==> src/rtl/sem_pkg.sv <==
package sem_pkg;

  typedef enum logic [1:0] {
    OWN_NONE  = 2'd0,
    OWN_LEFT  = 2'd1,
    OWN_RIGHT = 2'd2
  } owner_e;

  typedef struct packed {
    owner_e owner;
    logic   l_pend;
    logic   r_pend;
  } tok_t;

  localparam tok_t TOK_IDLE = '{owner: OWN_NONE, l_pend: 1'b0, r_pend: 1'b0};

  // Next state of one token for one clock, given the qualified requests
  // and releases of both ports.
  function automatic tok_t tok_step(input tok_t cur,
                                    input logic l_req, input logic l_rel,
                                    input logic r_req, input logic r_rel);
    tok_t nx;
    logic l_wait;
    logic r_wait;
    nx     = cur;
    l_wait = (cur.l_pend | l_req) & ~l_rel;
    r_wait = (cur.r_pend | r_req) & ~r_rel;
    case (cur.owner)
      OWN_NONE: begin
        nx.l_pend = 1'b0;
        nx.r_pend = 1'b0;
        if (l_req) begin
          nx.owner  = OWN_LEFT;
          nx.r_pend = r_req;
        end else if (r_req) begin
          nx.owner = OWN_RIGHT;
        end
      end
      OWN_LEFT: begin
        nx.l_pend = 1'b0;
        if (l_rel) begin
          nx.owner  = r_wait ? OWN_RIGHT : OWN_NONE;
          nx.r_pend = 1'b0;
        end else begin
          nx.r_pend = r_wait;
        end
      end
      OWN_RIGHT: begin
        nx.r_pend = 1'b0;
        if (r_rel) begin
          nx.owner  = l_wait ? OWN_LEFT : OWN_NONE;
          nx.l_pend = 1'b0;
        end else begin
          nx.l_pend = l_wait;
        end
      end
      default: nx = TOK_IDLE;
    endcase
    return nx;
  endfunction

  // Value one side sees: 0 only when that side holds the token.
  function automatic logic tok_read(input owner_e o, input logic right_side);
    return (o != (right_side ? OWN_RIGHT : OWN_LEFT));
  endfunction

endpackage

==> src/rtl/sem_port_decode.sv <==
module sem_port_decode #(
  parameter int ADDR_W = 13,
  parameter int DATA_W = 8,
  parameter int IDX_W  = 3
) (
  input  logic              sel,
  input  logic              mem_en,
  input  logic [ADDR_W-1:0] addr,
  input  logic              wr,
  input  logic [DATA_W-1:0] wdata,
  input  logic              rd,
  output logic [IDX_W-1:0]  idx,
  output logic              wr_fire,
  output logic              wr_bit,
  output logic              rd_fire
);
  logic active;
  logic unused_bits;

  assign active      = sel & ~mem_en;
  assign idx         = addr[IDX_W-1:0];
  assign wr_fire     = active & wr;
  assign wr_bit      = wdata[0];
  assign rd_fire     = active & rd;
  assign unused_bits = ^{addr[ADDR_W-1:IDX_W], wdata[DATA_W-1:1]};

endmodule

==> src/rtl/sem_token_cell.sv <==
module sem_token_cell
  import sem_pkg::*;
(
  input  logic clk,
  input  logic rst,
  input  logic l_req,
  input  logic l_rel,
  input  logic r_req,
  input  logic r_rel,
  output logic l_val,
  output logic r_val
);
  tok_t st;
  tok_t st_nx;

  // Named events for the checks below.
  logic l_hands_over;
  logic r_hands_over;
  logic tie_on_free;

  assign st_nx = tok_step(st, l_req, l_rel, r_req, r_rel);

  always_ff @(posedge clk) begin
    if (rst) st <= TOK_IDLE;
    else     st <= st_nx;
  end

  assign l_val = tok_read(st.owner, 1'b0);
  assign r_val = tok_read(st.owner, 1'b1);

  assign l_hands_over = (st.owner == OWN_LEFT)  & l_rel & (st.r_pend | r_req) & ~r_rel;
  assign r_hands_over = (st.owner == OWN_RIGHT) & r_rel & (st.l_pend | l_req) & ~l_rel;
  assign tie_on_free  = (st.owner == OWN_NONE)  & l_req & r_req;

  assert_handover_left_R5: assert property (@(posedge clk) disable iff (rst)
    l_hands_over |=> (st.owner == OWN_RIGHT) && !st.r_pend);
  assert_handover_right_R5: assert property (@(posedge clk) disable iff (rst)
    r_hands_over |=> (st.owner == OWN_LEFT) && !st.l_pend);
  assert_deny_keeps_owner_R5: assert property (@(posedge clk) disable iff (rst)
    ((st.owner == OWN_LEFT) && !l_rel && r_req) |=> (st.owner == OWN_LEFT) && st.r_pend);
  assert_cancel_R6: assert property (@(posedge clk) disable iff (rst)
    ((st.owner == OWN_LEFT) && r_rel && !l_rel) |=> (st.owner == OWN_LEFT) && !st.r_pend);
  assert_tie_left_R8: assert property (@(posedge clk) disable iff (rst)
    tie_on_free |=> (st.owner == OWN_LEFT) && st.r_pend);
  assert_free_release_R10: assert property (@(posedge clk) disable iff (rst)
    ((st.owner == OWN_LEFT) && l_rel && !st.r_pend && !r_req) |=> (st.owner == OWN_NONE));
  assert_reset_idle_R9: assert property (@(posedge clk)
    rst |=> (st.owner == OWN_NONE) && !st.l_pend && !st.r_pend);
  assert_not_both_zero_R4: assert property (@(posedge clk) disable iff (rst)
    (l_val | r_val));

endmodule

==> src/rtl/sem_read_reg.sv <==
module sem_read_reg #(
  parameter int NUM_TOK = 8,
  parameter int IDX_W   = 3,
  parameter int DATA_W  = 8
) (
  input  logic               clk,
  input  logic               rst,
  input  logic               fire,
  input  logic [IDX_W-1:0]   idx,
  input  logic [NUM_TOK-1:0] vals,
  output logic [DATA_W-1:0]  rdata
);
  always_ff @(posedge clk) begin
    if (rst)       rdata <= '1;
    else if (fire) rdata <= {DATA_W{vals[idx]}};
  end

  assert_hold_R7: assert property (@(posedge clk) disable iff (rst)
    !fire |=> $stable(rdata));
  assert_replicate_R4: assert property (@(posedge clk) disable iff (rst)
    fire |=> (rdata == '0) || (rdata == '1));

endmodule

==> src/rtl/sem_token_bank.sv <==
module sem_token_bank #(
  parameter int NUM_TOK = 8,
  parameter int ADDR_W  = 13,
  parameter int DATA_W  = 8
) (
  input  logic              clk,
  input  logic              rst,
  input  logic              l_sem_sel,
  input  logic              l_mem_en,
  input  logic [ADDR_W-1:0] l_addr,
  input  logic              l_wr,
  input  logic [DATA_W-1:0] l_wdata,
  input  logic              l_rd,
  output logic [DATA_W-1:0] l_rdata,
  input  logic              r_sem_sel,
  input  logic              r_mem_en,
  input  logic [ADDR_W-1:0] r_addr,
  input  logic              r_wr,
  input  logic [DATA_W-1:0] r_wdata,
  input  logic              r_rd,
  output logic [DATA_W-1:0] r_rdata
);
  localparam int IDX_W = $clog2(NUM_TOK);

  logic [IDX_W-1:0]   l_idx, r_idx;
  logic               l_wfire, r_wfire, l_wbit, r_wbit, l_rfire, r_rfire;
  logic [NUM_TOK-1:0] l_vals, r_vals;

  sem_port_decode #(.ADDR_W(ADDR_W), .DATA_W(DATA_W), .IDX_W(IDX_W)) u_ldec (
    .sel(l_sem_sel), .mem_en(l_mem_en), .addr(l_addr), .wr(l_wr), .wdata(l_wdata),
    .rd(l_rd), .idx(l_idx), .wr_fire(l_wfire), .wr_bit(l_wbit), .rd_fire(l_rfire));

  sem_port_decode #(.ADDR_W(ADDR_W), .DATA_W(DATA_W), .IDX_W(IDX_W)) u_rdec (
    .sel(r_sem_sel), .mem_en(r_mem_en), .addr(r_addr), .wr(r_wr), .wdata(r_wdata),
    .rd(r_rd), .idx(r_idx), .wr_fire(r_wfire), .wr_bit(r_wbit), .rd_fire(r_rfire));

  for (genvar i = 0; i < NUM_TOK; i++) begin : g_tok
    logic l_hit, r_hit;
    assign l_hit = l_wfire & (l_idx == IDX_W'(i));
    assign r_hit = r_wfire & (r_idx == IDX_W'(i));
    sem_token_cell u_cell (
      .clk(clk), .rst(rst),
      .l_req(l_hit & ~l_wbit), .l_rel(l_hit & l_wbit),
      .r_req(r_hit & ~r_wbit), .r_rel(r_hit & r_wbit),
      .l_val(l_vals[i]), .r_val(r_vals[i]));
  end

  sem_read_reg #(.NUM_TOK(NUM_TOK), .IDX_W(IDX_W), .DATA_W(DATA_W)) u_lrd (
    .clk(clk), .rst(rst), .fire(l_rfire), .idx(l_idx), .vals(l_vals), .rdata(l_rdata));

  sem_read_reg #(.NUM_TOK(NUM_TOK), .IDX_W(IDX_W), .DATA_W(DATA_W)) u_rrd (
    .clk(clk), .rst(rst), .fire(r_rfire), .idx(r_idx), .vals(r_vals), .rdata(r_rdata));

endmodule

==> config.mk <==
export PLATFORM = sky130hd
export DESIGN_NAME = sem_token_bank
export DESIGN_NICKNAME = d
export VERILOG_FILES = /design/src/rtl/sem_pkg.sv /design/src/rtl/sem_port_decode.sv /design/src/rtl/sem_token_cell.sv /design/src/rtl/sem_read_reg.sv /design/src/rtl/sem_token_bank.sv
export SDC_FILE = /design/constraint.sdc
export NUM_CORES = 1
export LEC_CHECK = 0
export ABC_AREA = 0
export BUFFER_PORTS_ARGS = -buffer_cell sky130_fd_sc_hd__buf_4
export CAP_MARGIN = 20
export CELL_PAD_IN_SITES_DETAIL_PLACEMENT = 2
export CELL_PAD_IN_SITES_GLOBAL_PLACEMENT = 2
export CORE_MARGIN = 8
export CORE_UTILIZATION = 30
export DETAILED_ROUTE_END_ITERATION = 7
export PLACE_DENSITY = 0.93
export SLEW_MARGIN = 20
export SYNTH_ARGS = -nofsm -noshare
export SYNTH_HDL_FRONTEND = slang
export SYNTH_HIERARCHICAL = 1
export SYNTH_SLANG_ARGS = --single-unit
==> constraint.sdc <==
create_clock -name clk -period 2.4 [get_ports clk]
set_clock_uncertainty 0.15 [all_clocks]
set_input_delay 0.24 -clock clk [delete_from_list [all_inputs] [get_ports clk]]
set_output_delay 0.24 -clock clk [all_outputs]
set_load 0.005 [all_outputs]
# Yosys cells after proc, flatten, opt, wreduce, memory -nomap -nowiden
# Index checks and enable logic that the tools add are counted.
[classes] order_cmp=2 reduce_logical=18 muxes=84 n_bitwise=106 eq_ne=70
[op_table] cell="one-hot mux 4 bit (3 select lines)" n=8
[op_table] cell="2-to-1 mux 2 bit" n=40
[op_table] cell="bitwise AND 1 bit" n=70
[op_table] cell="inequality test 2 x 1 -> 1 bit (second input constant)" n=24
[op_table] cell="2-to-1 mux 1 bit" n=34
[op_table] cell="equality test 3 bit (second input constant)" n=8
[op_table] cell="inequality test 3 x 1 -> 1 bit (second input constant)" n=8
[op_table] cell="AND reduction 3 bit" n=8
[op_table] cell="NOT 1 bit" n=20
[op_table] cell="equality test 2 x 1 -> 1 bit (second input constant)" n=8
[op_table] cell="equality test 2 bit (second input constant)" n=8
[op_table] cell="zero test 2 bit" n=8
[op_table] cell="inequality test 2 bit (second input constant)" n=8
[op_table] cell="OR 1 bit" n=16
[op_table] cell="equality test 3 x 2 -> 1 bit (second input constant)" n=4
[op_table] cell="less-than comparator 3 x 4 -> 1 bit (second input constant)" n=2
[op_table] cell="binary-select mux 1 bit (select 3 bit)" n=2
[op_table] cell="equality test 3 x 1 -> 1 bit (second input constant)" n=2
[op_table] cell="zero test 3 bit" n=2
[word_totals] word_cells=306 in_bits=52 regBits=34 out_inout_bits=16

# Longest topological paths before layout
# Gate-level depths: netlist (run 1).
[depth] ltp_word=10 depth_mapped=7 ltp_nobuf=6

# Cells and area by module
# The synthesis (run 1) kept the hierarchy.
[modules_own_cells] mod="sem_token_cell at g_tok[0].u_cell ..." cells_each=24 area_each_um2=217.7 instances=6 seq_area_each_um2=80.1
[modules_own_cells] mod="sem_token_cell at g_tok[6].u_cell ..." cells_each=22 area_each_um2=193.9 instances=2 seq_area_each_um2=80.1
[modules_own_cells] mod="sem_read_reg" cells_each=18 area_each_um2=158.9 instances=2 seq_area_each_um2=20.0
[modules_own_cells] mod="sem_token_bank" cells_each=50 area_each_um2=254.0 instances=1 seq_area_each_um2=0.0
[modules_own_cells] mod="sem_port_decode" cells_each=6 area_each_um2=47.5 instances=2 seq_area_each_um2=0.0

# Worst setup path before layout (run 1)
# Ideal clock, no wire load.
[synth_path] kind="input to register" from="input r_mem_en" to="register g_tok[0].u_cell/st[0] (netlist name)" path_buffers=0 slack_ns=0.416 t_arrival_ns=1.754 required_ns=2.171 stages=6 setup_ns=0.079 cell_sequence="and3b_1 nand2b_1 nor4_1 nor2_1 or4b_1 a211oi_2"
[synth_between] elab_chain_cells=9 elab_cells_between_ends=12 classes_between="3 x mux; 9 x bitwise"
[synth_lines] element="start: declaration" line="sem_token_bank.sv:16" source="input logic r_mem_en,"
[synth_lines] element="NOT 1 bit *" line="sem_port_decode.sv:20" source="assign active = sel & ~mem_en;"
[synth_lines] element="bitwise AND 1 bit *" line="sem_port_decode.sv:20"
[synth_lines] element="bitwise AND 1 bit *" line="sem_port_decode.sv:22" source="assign wr_fire = active & wr;"
[synth_lines] element="bitwise AND 1 bit *" line="sem_token_bank.sv:40" source="assign r_hit = r_wfire & (r_idx == IDX_W'(i));"
[synth_lines] element="bitwise AND 1 bit" line="sem_token_bank.sv:44" source=".r_req(r_hit & ~r_wbit), .r_rel(r_hit & r_wbit),"
[synth_lines] element="OR 1 bit / NOT 1 bit (equally long branches)" line="sem_pkg.sv:27" source="r_wait = (cur.r_pend | r_req) & ~r_rel;"
[synth_lines] element="bitwise AND 1 bit" line="sem_pkg.sv:27"
[synth_lines] element="2-to-1 mux 1 bit" line="sem_pkg.sv:41" source="if (l_rel) begin"
[synth_lines] element="one-hot mux 4 bit (3 select lines) *" line="sem_pkg.sv:28" source="case (cur.owner)"
[synth_lines] element="end signal: assignment" line="sem_token_cell.sv:25" source="else st <= st_nx;"
[synth_lines] element="end: declaration" line="sem_token_cell.sv:13" source="tok_t st;"
# Every way passes the cells marked *; elsewhere a longest branch is shown, timed or not.
# A chain may end at the register's enable or synchronous reset.

# Worst setup path in the final report (run 1)
[layout_path] from="input l_mem_en" to="register g_tok[0].u_cell/st[2] (netlist name)"
[layout_between] elab_chain_cells=10 elab_cells_between_ends=16 classes_between="2 x eq/ne; 4 x mux; 9 x bitwise; 1 x reduce/logical"
[layout_lines] element="start: declaration" line="sem_token_bank.sv:9" source="input logic l_mem_en,"
[layout_lines] element="NOT 1 bit *" line="sem_port_decode.sv:20"
[layout_lines] element="bitwise AND 1 bit *" line="sem_port_decode.sv:20"
[layout_lines] element="bitwise AND 1 bit *" line="sem_port_decode.sv:22"
[layout_lines] element="via l_wfire" line="sem_token_bank.sv:26" source="logic l_wfire, r_wfire, l_wbit, r_wbit, l_rfire, r_rfire;"
[layout_lines] element="bitwise AND 1 bit *" line="sem_token_bank.sv:39" source="assign l_hit = l_wfire & (l_idx == IDX_W'(i));"
[layout_lines] element="bitwise AND 1 bit" line="sem_token_bank.sv:43" source=".l_req(l_hit & ~l_wbit), .l_rel(l_hit & l_wbit),"
[layout_lines] element="OR 1 bit / NOT 1 bit (equally long branches)"
[layout_lines] element="bitwise AND 1 bit" line="sem_pkg.sv:26" source="l_wait = (cur.l_pend | l_req) & ~l_rel;"
[layout_lines] element="2-to-1 mux 1 bit" line="sem_pkg.sv:51" source="nx.owner = l_wait ? OWN_LEFT : OWN_NONE;"
[layout_lines] element="2-to-1 mux 2 bit" line="sem_pkg.sv:50" source="if (r_rel) begin"
[layout_lines] element="one-hot mux 4 bit (3 select lines)" line="sem_pkg.sv:28"
# Mark *: on every way through the listed nets, which the timed path passes. The rest lies on a longest branch. The select of a mux whose other input is x is not followed.

==> impl_metrics.env, run 1 <==
export IMPL_critPathLaunchType="input pin"
export IMPL_critPathKind="input pin to flip-flop"
export IMPL_r2r_end="u_lrd/rdata[0]"
export IMPL_status="finished, final reports clean"
export IMPL_cts_tree="yes"
export IMPL_drcViolationCount=0
export IMPL_synthArstFlopShare_pct=0
export IMPL_drv_slew=0
export IMPL_drv_cap=0
export IMPL_critPathMaxFanout=4
export IMPL_critPathCapture="g_tok[0].u_cell/st[2]"
export IMPL_post_synth_top_count_cell="nor2_1"
export IMPL_synth_edf_count=0
export IMPL_die_area_um2=11000
export IMPL_root_buffer="clkbuf_8"
export IMPL_clkTransAtPathRegs_ns=0.09
export IMPL_fmax_mhz=497
export IMPL_max_slew_margin_pct=59.2
export IMPL_n_antenna_cell=0
export IMPL_reg2reg_from="g_tok[2].u_cell/st[2]"
export IMPL_area_delta_synth_final_pct=17.8
export IMPL_finalWorstSetupSlack_ns=0.387
export IMPL_cts_resized=0
export IMPL_clock_latency_ns=0.30
export IMPL_multiInputGateArea_um2=1450
export IMPL_gp_congestion=0.805
export IMPL_track_usage_pct=14.3
export IMPL_hold_buffers=0
export IMPL_ff_latch_area_um2=681
export IMPL_met1_usage_pct=16.3
export IMPL_r2r_cells=4
export IMPL_synth_top_area_share_pct=28.8
export IMPL_routed_wl_um=7670
export IMPL_final_nets=365
export IMPL_avgSynthCellArea_um2=8.26
export IMPL_gr_usage_met3_pct=2.95
export IMPL_synth_nets=338
export IMPL_wl_per_cell_um=18.4
export IMPL_die_height_um=105
export IMPL_ioPinCount=68
export IMPL_fill_cells=902
export IMPL_cp_data_required_time_ns=2.46
export IMPL_stdcell_count=416
export IMPL_ys_seq_elements=34
export IMPL_cts_buffers=5
export IMPL_grt_overflow_total=0
export IMPL_hpwl_um=5890
export IMPL_post_route_period_util_pct=83.9
export IMPL_start_util_pct=30.7
export IMPL_hold_class="input pin to flip-flop"
export IMPL_netlist_instances=286
export IMPL_yosys_top_cells_area="dfxtp_1 29%, buf_4 7.0%, nor2_1 7.0%, or4b_1 4.2%, nand3b_1 3.8%"
export IMPL_irDropWorstVdd_mv=0.227
export IMPL_avgViaCountPerCell=5.52
export IMPL_vias=2298
export IMPL_startpoint="l_mem_en"
export IMPL_cts_sinks=34
export IMPL_place_ws_ns=0.115
export IMPL_synthTopCellsByCount="44 x nor2_1, 34 x dfxtp_1, 22 x buf_4, 14 x inv_1, 14 x o21ai_0"
export IMPL_drive_above_1_share_pct=22.9
export IMPL_p_leak_nw=0.893
export IMPL_dp_cells=408
export IMPL_power_per_cell_area_nw_per_um2=570
export IMPL_syn_area_um2=2360
export IMPL_yosysSeqAreaShare_pct=28.8
export IMPL_cts_setup_buffers=0
export IMPL_grt_most_used_layer="met2"
export IMPL_core_area_um2=7690
export IMPL_grtUsageMet2_pct=26.4
export IMPL_grt_pass1_wl_um=13100
export IMPL_die_w_um=105
export IMPL_worst_pin_slew_ns=0.607
export IMPL_synth_main_ff_cell="dfxtp_1"
export IMPL_fin_crit_ns=2.01
export IMPL_hold_viol=0
export IMPL_rsz0062_at_grt="no"
export IMPL_grt_max_degree=27
export IMPL_htreeDepth=2
export IMPL_port_buffers=33
export IMPL_cts_buffer_depth=2
export IMPL_yosysTopAreaCell="dfxtp_1"
export IMPL_drt_iter0_markers=46
export IMPL_yosysUniqueCellTypes=36
export IMPL_ant_nets=0
export IMPL_finalSetupViolCount=0
export IMPL_row_count=32
export IMPL_first_pass_iters=4
export IMPL_grt_pass1_vias=2533
export IMPL_antenna_found_initial=0
export IMPL_crit_path_end_kind="flip-flop"
export IMPL_setup_tns_ns=0
export IMPL_yosysWarnings=6
export IMPL_critPathArrivalTime_ns=2.07
export IMPL_reg2reg_slack_ns=0.67
[layout by cell type, fill, tap and decap left out, drive strengths merged, types with 3 or more instances in the layout]
master / netlist / routed
nor2: 44 / 44
buf: 24 / 44
dfxtp: 34 / 34
inv: 14 / 14
o21ai: 14 / 14
nand3b: 12 / 12
nor3: 12 / 12
nand2b: 11 / 11
or4b: 10 / 10
nor4: 8 / 8
a21oi: 8 / 8
a21boi: 8 / 8
and2b: 8 / 8
a211oi: 8 / 8
nand3: 7 / 7
or2b: 6 / 6
o2111ai: 6 / 6
a221o: 6 / 6
a211o: 6 / 6
o211ai: 6 / 6
and4: 6 / 6
nand2: 5 / 5
clkbuf: 0 / 5
o31ai: 4 / 4
and3b: 4 / 4
or3b: 3 / 3
[area by class of cell]
class / instances / area share [%]
Clock buffer: 5 / 2.47
Sequential cell: 34 / 24.5
Inverter: 14 / 1.89
Clock inverter: 3 / 2.47
Multi-Input combinational cell: 214 / 52.2
Tap cell: 102 / 4.59
Timing Repair Buffer: 44 / 11.9
[how the worst min path moves through the flow]
stage | from | endpoint | slack, ns | cells after the start
2_1_floorplan | rst | g_tok[0].u_cell/st[0] | 0.15 | 1
3_3_place_gp | g_tok[6].u_cell/st[1] | g_tok[6].u_cell/st[1] | 0.34 | 2
3_5_place_dp | g_tok[6].u_cell/st[3] | g_tok[6].u_cell/st[2] | 0.37 | 1
4_1_cts | rst | g_tok[4].u_cell/st[0] | 0.19 | 2
5_1_grt | rst | g_tok[1].u_cell/st[0] | 0.21 | 2
6_report | rst | g_tok[5].u_cell/st[0] | 0.19 | 2
[critical path, cell delays in order]
cell      delay [ns]
buf_4           0.11
and3b_1         0.31
or3b_4          0.45
nor3_2          0.26
nor2_1          0.13
a221o_2         0.38
a21boi_0        0.19
[metal layers]
metal / vias to the layer above / wire length [µm]
met5: - / 0
met4: 0 / 85
met3: 9 / 249
met2: 39 / 3950
met1: 1153 / 3380
li1: 1097 / -
[registers in the layout, indices dropped and copies added, names as in the netlist]
signal,cells
u_lrd/rdata,1
u_rrd/rdata,1
g_tok.u_cell/st,32
[metrics by stage]
step / power, mW / area (µm²) / hold slack [ns] / util (%)
final: 1.58 / 2780 / 0.194 / 36.2
after global routing: 1.66 / 2780 / 0.208 / 36.2
after CTS: 1.61 / 2780 / 0.194 / 36.2
after detailed placement: 0.938 / 2640 / 0.366 / 34.4
after global placement: 0.918 / 2640 / 0.342 / 34.4
after floorplan: 0.849 / 2360 / 0.155 / -
[logic make-up (layout without fill, tap and decap cells)]
| kind of cell | after synthesis | after routing | share of synthesized area, % |
|---|---|---|---|
| compound gates | 70 | 70 | 22.9 |
| mux | 4 | 4 | 2.86 |
| flops | 34 | 34 | 28.8 |
| buf+inv | 38 | 66 | 9.65 |
| simple gates | 140 | 140 | 35.8 |
[power breakdown]
group          switching (mW)  internal (mW)  total, mW  leakage [nW]
clock                   0.242          0.417      0.658        0.0683
combinational           0.125          0.140      0.265         0.550
sequential             0.0644          0.597      0.661         0.275
(Power assumes the default switching activity.)
==> run 2: changes to the inputs <==
==> constraint.sdc (replaced) <==
create_clock -name clk -period 2.11 [get_ports clk]
set_clock_uncertainty 0.15 [all_clocks]
set_input_delay 0.211 -clock clk [delete_from_list [all_inputs] [get_ports clk]]
set_output_delay 0.211 -clock clk [all_outputs]
set_load 0.005 [all_outputs]
==> impl_metrics.env, run 2 (synthesis gave the netlist of run 1 again) <==
export IMPL_status="finished, final reports clean"
export IMPL_largest_register="g_tok.u_cell/st"
export IMPL_fmax_mhz=537
export IMPL_final_common_cell="buf_4"
export IMPL_avgViaCountPerCell=5.47
export IMPL_vias=2312
export IMPL_ant_nets=0
export IMPL_post_route_period_util_pct=88.2
export IMPL_cts_resized=0
export IMPL_hpwl_um=5790
export IMPL_max_slew_margin_pct=54.2
export IMPL_hold_class="input pin to flip-flop"
export IMPL_cts_buffers=5
export IMPL_top_regs="g_tok.u_cell/st (32), u_lrd/rdata (1), u_rrd/rdata (1)"
export IMPL_p_leak_nw=0.911
export IMPL_dp_cells=415
export IMPL_fin_area_um2=2790
export IMPL_drv_cap=0
export IMPL_grt_max_degree=27
export IMPL_n_antenna_cell=0
export IMPL_root_buffer="clkbuf_8"
export IMPL_mostFrequentLayoutCells="51 x buf_4, 44 x nor2_1, 34 x dfxtp_1"
export IMPL_fill_cells=904
export IMPL_first_pass_iters=4
export IMPL_power_mw=1.59
export IMPL_cp_data_required_time_ns=2.17
export IMPL_fin_crit_ns=1.86
export IMPL_track_usage_pct=14.4
export IMPL_gp_congestion=0.783
export IMPL_worst_pin_slew_ns=0.682
export IMPL_stdcell_count=423
export IMPL_ioPinCount=68
export IMPL_hold_viol=0
export IMPL_grt_pass1_vias=2622
export IMPL_cts_buffer_depth=2
export IMPL_grt_overflow_total=0
export IMPL_drv_slew=0
export IMPL_drcViolationCount=0
export IMPL_die_area_um2=11000
export IMPL_antenna_found_initial=0
export IMPL_die_height_um=105
export IMPL_finalSetupViolCount=0
export IMPL_port_buffers=33
export IMPL_largest_reg_flops=32
export IMPL_irDropWorstVdd_mv=0.211
export IMPL_routed_wl_um=7810
export IMPL_setup_tns_ns=0
export IMPL_power_per_cell_area_nw_per_um2=569
export IMPL_cts_tree="yes"
export IMPL_grt_pass1_wl_um=13300
export IMPL_drive_above_1_share_pct=24.3
export IMPL_row_count=32
export IMPL_die_w_um=105
export IMPL_critPathKind="input pin to flip-flop"
export IMPL_hold_buffers=0
export IMPL_clkTransAtPathRegs_ns=0.08
export IMPL_crit_path_end_kind="flip-flop"
export IMPL_critPathLaunchType="input pin"
export IMPL_place_area_um2=2700
export IMPL_rsz0062_at_grt="no"
export IMPL_drt_iter0_markers=66
export IMPL_cts_sinks=34
export IMPL_critPathArrivalTime_ns=1.92
export IMPL_cts_setup_buffers=0
export IMPL_wl_per_cell_um=18.5
export IMPL_final_nets=372
export IMPL_critPathMaxFanout=4
export IMPL_clock_latency_ns=0.29
export IMPL_htreeDepth=2
export IMPL_core_area_um2=7690
export IMPL_area_delta_synth_final_pct=18.1
export IMPL_start_util_pct=30.7
==> run 2: area by class of cell <==
| type | count | area [µm²] | share of cell area, % |
|---|---|---|---|
| clock buffers | 7 | 86.3 | 3.10 |
| clock inverters | 1 | 5.00 | 0.180 |
| inverters | 14 | 52.6 | 1.89 |
| multi-input cells | 214 | 1450 | 52.1 |
| flip-flops and latches | 34 | 681 | 24.4 |
| well taps | 102 | 128 | 4.58 |
| repair buffers | 51 | 383 | 13.7 |
==> run 2: worst max-delay path, cell delays in order <==
cell and delay, ns:
buf_4 0.11, and3b_1 0.26, nand2b_1 0.15, nor4_1 0.38
nor2_1 0.12, or4b_1 0.49, a211oi_2 0.20
==> run 2: per-stage QoR <==
step           hold WS, ns  setup WS [ns]  utilization [%]
6_report             0.163          0.249             36.3
3_3_place_gp         0.342         0.0469             35.1
4_1_cts              0.154          0.243             36.3
3_5_place_dp         0.370        -0.0799             35.1
2_1_floorplan        0.126          0.155                -
5_1_grt              0.189          0.151             36.3
==> run 2: where the power goes <==
group | leakage (nW) | switching (mW) | internal (mW)
clock network | 0.0482 | 0.265 | 0.264
logic | 0.587 | 0.143 | 0.161
registers | 0.275 | 0.0746 | 0.679
total | 0.911 | 0.483 | 1.10
==> run 2: final timing paths <==
kind,slack [ns],cells after the start,from,to
setup / recovery,0.25,7,r_mem_en,g_tok[0].u_cell/st[0]
hold / removal,0.16,3,l_addr[2],u_lrd/rdata[0]
hold reg to reg,0.40,2,g_tok[4].u_cell/st[1],g_tok[4].u_cell/st[1]
setup reg to reg,0.41,4,g_tok[2].u_cell/st[2],u_lrd/rdata[0]
==> run 2: per-layer routing <==
metal / wire length [µm] / track usage (%) / up-vias
li1: - / - / 1115
met5: 0 / 0 / -
met1: 3680 / 17.9 / 1151
met4: 36 / 4.79 / 0
met3: 266 / 3.07 / 2
met2: 3830 / 24.3 / 44
==> run 3: changes to the inputs <==
--- a/config.mk
+++ b/config.mk
@@ -5,15 +5,15 @@
 export SDC_FILE = /design/constraint.sdc
 export NUM_CORES = 1
 export LEC_CHECK = 0
-export ABC_AREA = 0
+export ABC_AREA = 1
 export BUFFER_PORTS_ARGS = -buffer_cell sky130_fd_sc_hd__buf_4
 export CAP_MARGIN = 20
 export CELL_PAD_IN_SITES_DETAIL_PLACEMENT = 2
 export CELL_PAD_IN_SITES_GLOBAL_PLACEMENT = 2
 export CORE_MARGIN = 8
-export CORE_UTILIZATION = 30
+export CORE_UTILIZATION = 26
 export DETAILED_ROUTE_END_ITERATION = 7
-export PLACE_DENSITY = 0.93
+export PLACE_DENSITY = 0.91
 export SLEW_MARGIN = 20
 export SYNTH_ARGS = -nofsm -noshare
 export SYNTH_HDL_FRONTEND = slang
==> impl_metrics.env, run 3 <==
export IMPL_finalSetupViolCount=0
export IMPL_die_area_um2=14000
export IMPL_final_nets=561
export IMPL_place_ws_ns=0.0620
export IMPL_irDropWorstVdd_mv=0.327
export IMPL_multiInputGateArea_um2=1480
export IMPL_first_pass_iters=6
export IMPL_critPathMaxFanout=7
export IMPL_die_height_um=118
export IMPL_row_count=37
export IMPL_wl_per_cell_um=13.9
export IMPL_worst_pin_slew_ns=0.514
export IMPL_ys_seq_elements=34
export IMPL_syn_area_um2=2730
export IMPL_yosysSeqAreaShare_pct=25.0
export IMPL_cts_tree="yes"
export IMPL_yosysWarnings=6
export IMPL_status="finished, final reports clean"
export IMPL_drt_iter0_markers=62
export IMPL_clock_latency_ns=0.28
export IMPL_cts_buffers=5
export IMPL_max_slew_margin_pct=65.4
export IMPL_power_per_cell_area_nw_per_um2=910
export IMPL_yosys_top_cells_area="dfxtp_1 25%, nand2_1 17%, nor2_1 14%, inv_1 13%, nand3_1 7.3%"
export IMPL_finalWorstSetupSlack_ns=0.409
export IMPL_ant_nets=0
export IMPL_largest_reg_flops=32
export IMPL_grt_overflow_total=0
export IMPL_top_regs="g_tok.u_cell/st (32), u_lrd/rdata (1), u_rrd/rdata (1)"
export IMPL_htreeDepth=2
export IMPL_ff_latch_area_um2=681
export IMPL_synthArstFlopShare_pct=0
export IMPL_p_leak_nw=1.54
export IMPL_grt_pass1_wl_um=15400
export IMPL_slowest_delay_ns=0.29
export IMPL_grt_pass1_vias=3281
export IMPL_clkTransAtPathRegs_ns=0.07
export IMPL_synth_nets=542
export IMPL_cts_sinks=34
export IMPL_post_route_period_util_pct=80.6
export IMPL_post_synth_top_count_cell="nand2_1"
export IMPL_final_common_cell="nand2_1"
export IMPL_gp_congestion=0.833
export IMPL_track_usage_pct=12.9
export IMPL_vias=2965
export IMPL_hpwl_um=7160
export IMPL_antenna_found_initial=0
export IMPL_drv_cap=0
export IMPL_critPathArrivalTime_ns=1.74
export IMPL_power_mw=2.79
export IMPL_synth_main_ff_cell="dfxtp_1"
export IMPL_drv_slew=0
export IMPL_yosysTopAreaCell="dfxtp_1"
export IMPL_core_area_um2=10300
export IMPL_yosysUniqueCellTypes=14
export IMPL_fmax_mhz=588
export IMPL_fin_crit_ns=1.70
export IMPL_die_w_um=118
export IMPL_crit_top_cell="nor2_1"
export IMPL_critPathLaunchType="input pin"
export IMPL_port_buffers=33
export IMPL_mostFrequentLayoutCells="126 x nand2_1, 104 x nor2_1, 96 x inv_1"
export IMPL_cts_resized=0
export IMPL_start_util_pct=26.5
export IMPL_critPathKind="input pin to flip-flop"
export IMPL_crit_path_end_kind="flip-flop"
export IMPL_place_area_um2=2980
export IMPL_fill_cells=1342
export IMPL_drcViolationCount=0
export IMPL_synthTopCellsByCount="126 x nand2_1, 104 x nor2_1, 96 x inv_1, 40 x nand3_1, 34 x dfxtp_1"
export IMPL_hold_class="input pin to flip-flop"
export IMPL_cts_setup_buffers=0
export IMPL_fin_area_um2=3060
export IMPL_avgViaCountPerCell=4.60
export IMPL_ioPinCount=68
export IMPL_crit_path_top_delay_cell="nor3_1"
export IMPL_cp_data_required_time_ns=2.15
export IMPL_synth_edf_count=0
export IMPL_drive_above_1_share_pct=12.2
export IMPL_grt_max_degree=27
export IMPL_hold_viol=0
export IMPL_netlist_instances=490
export IMPL_setup_tns_ns=0
export IMPL_synth_top_area_share_pct=25.0
export IMPL_n_antenna_cell=0
export IMPL_routed_wl_um=8950
export IMPL_area_delta_synth_final_pct=12.3
export IMPL_avgSynthCellArea_um2=5.57
export IMPL_largest_register="g_tok.u_cell/st"
export IMPL_rsz0062_at_grt="no"
export IMPL_root_buffer="clkbuf_8"
export IMPL_cp_cell_sequence="buf_4, inv_1, nand2_1, nor2_1, nand2_1, nor3_1, inv_1, nand3_1, nand3_2, nor2_1, nor2_1"
export IMPL_hold_buffers=0
export IMPL_cts_buffer_depth=2
## run 3: path summary, 6_finish.rpt
kind | start | to | slack (ns) | cells after the start
worst min register to register | g_tok[6].u_cell/st[3] | g_tok[6].u_cell/st[1] | 0.38 | 2
worst max-delay path | l_mem_en | g_tok[7].u_cell/st[2] | 0.41 | 11
worst max register to register | g_tok[0].u_cell/st[3] | u_rrd/rdata[0] | 0.67 | 9
worst min-delay path | r_rd | u_rrd/rdata[0] | 0.13 | 5
## run 3: power by group
part	internal [mW]	switching (mW)
sequential	0.763	0.140
clock	0.252	0.248
combinational	0.472	0.913
## run 3: layer usage
layer  GRT usage, %  part of all wire, %  vias to the layer above
met3           2.28                  3.4                        4
met5              0                    0                        -
met2           24.5                   52                       38
li1               -                    -                     1494
met4           2.61                 0.66                        0
met1           14.6                   44                     1429
## run 3: layout make-up
cell class                 count  share of cell area, %
clock buffer                   6                   2.70
tap                          136                   5.56
inverter                     100                   12.3
sequential                    34                   22.2
timing repair buffer          36                   8.82
multi-input combinational    332                   48.4
## run 3: critical path, delay by kind of cell
family	cells	cell delay [ns]
buf+inv	3	0.28
simple gates	8	1.27
## run 3: logic make-up (layout without fill, tap and decap cells)
logic type | after synthesis | after routing | share of synthesized area [%]
AND/OR/NAND/NOR | 314 | 314 | 50.4
flip-flops | 34 | 34 | 25.0
buffers and inverters | 124 | 142 | 20.6
AO/OA/AOI/OAI | 18 | 18 | 4.04
## run 3: stage by stage
step | util, % | hold slack, ns | std cells
5_1_grt | 29.8 | 0.154 | 644
6_report | 29.8 | 0.133 | 644
3_5_place_dp | 29.0 | 0.374 | 638
4_1_cts | 29.8 | 0.129 | 644
2_1_floorplan | - | 0.133 | 490
3_3_place_gp | 29.0 | 0.354 | 638
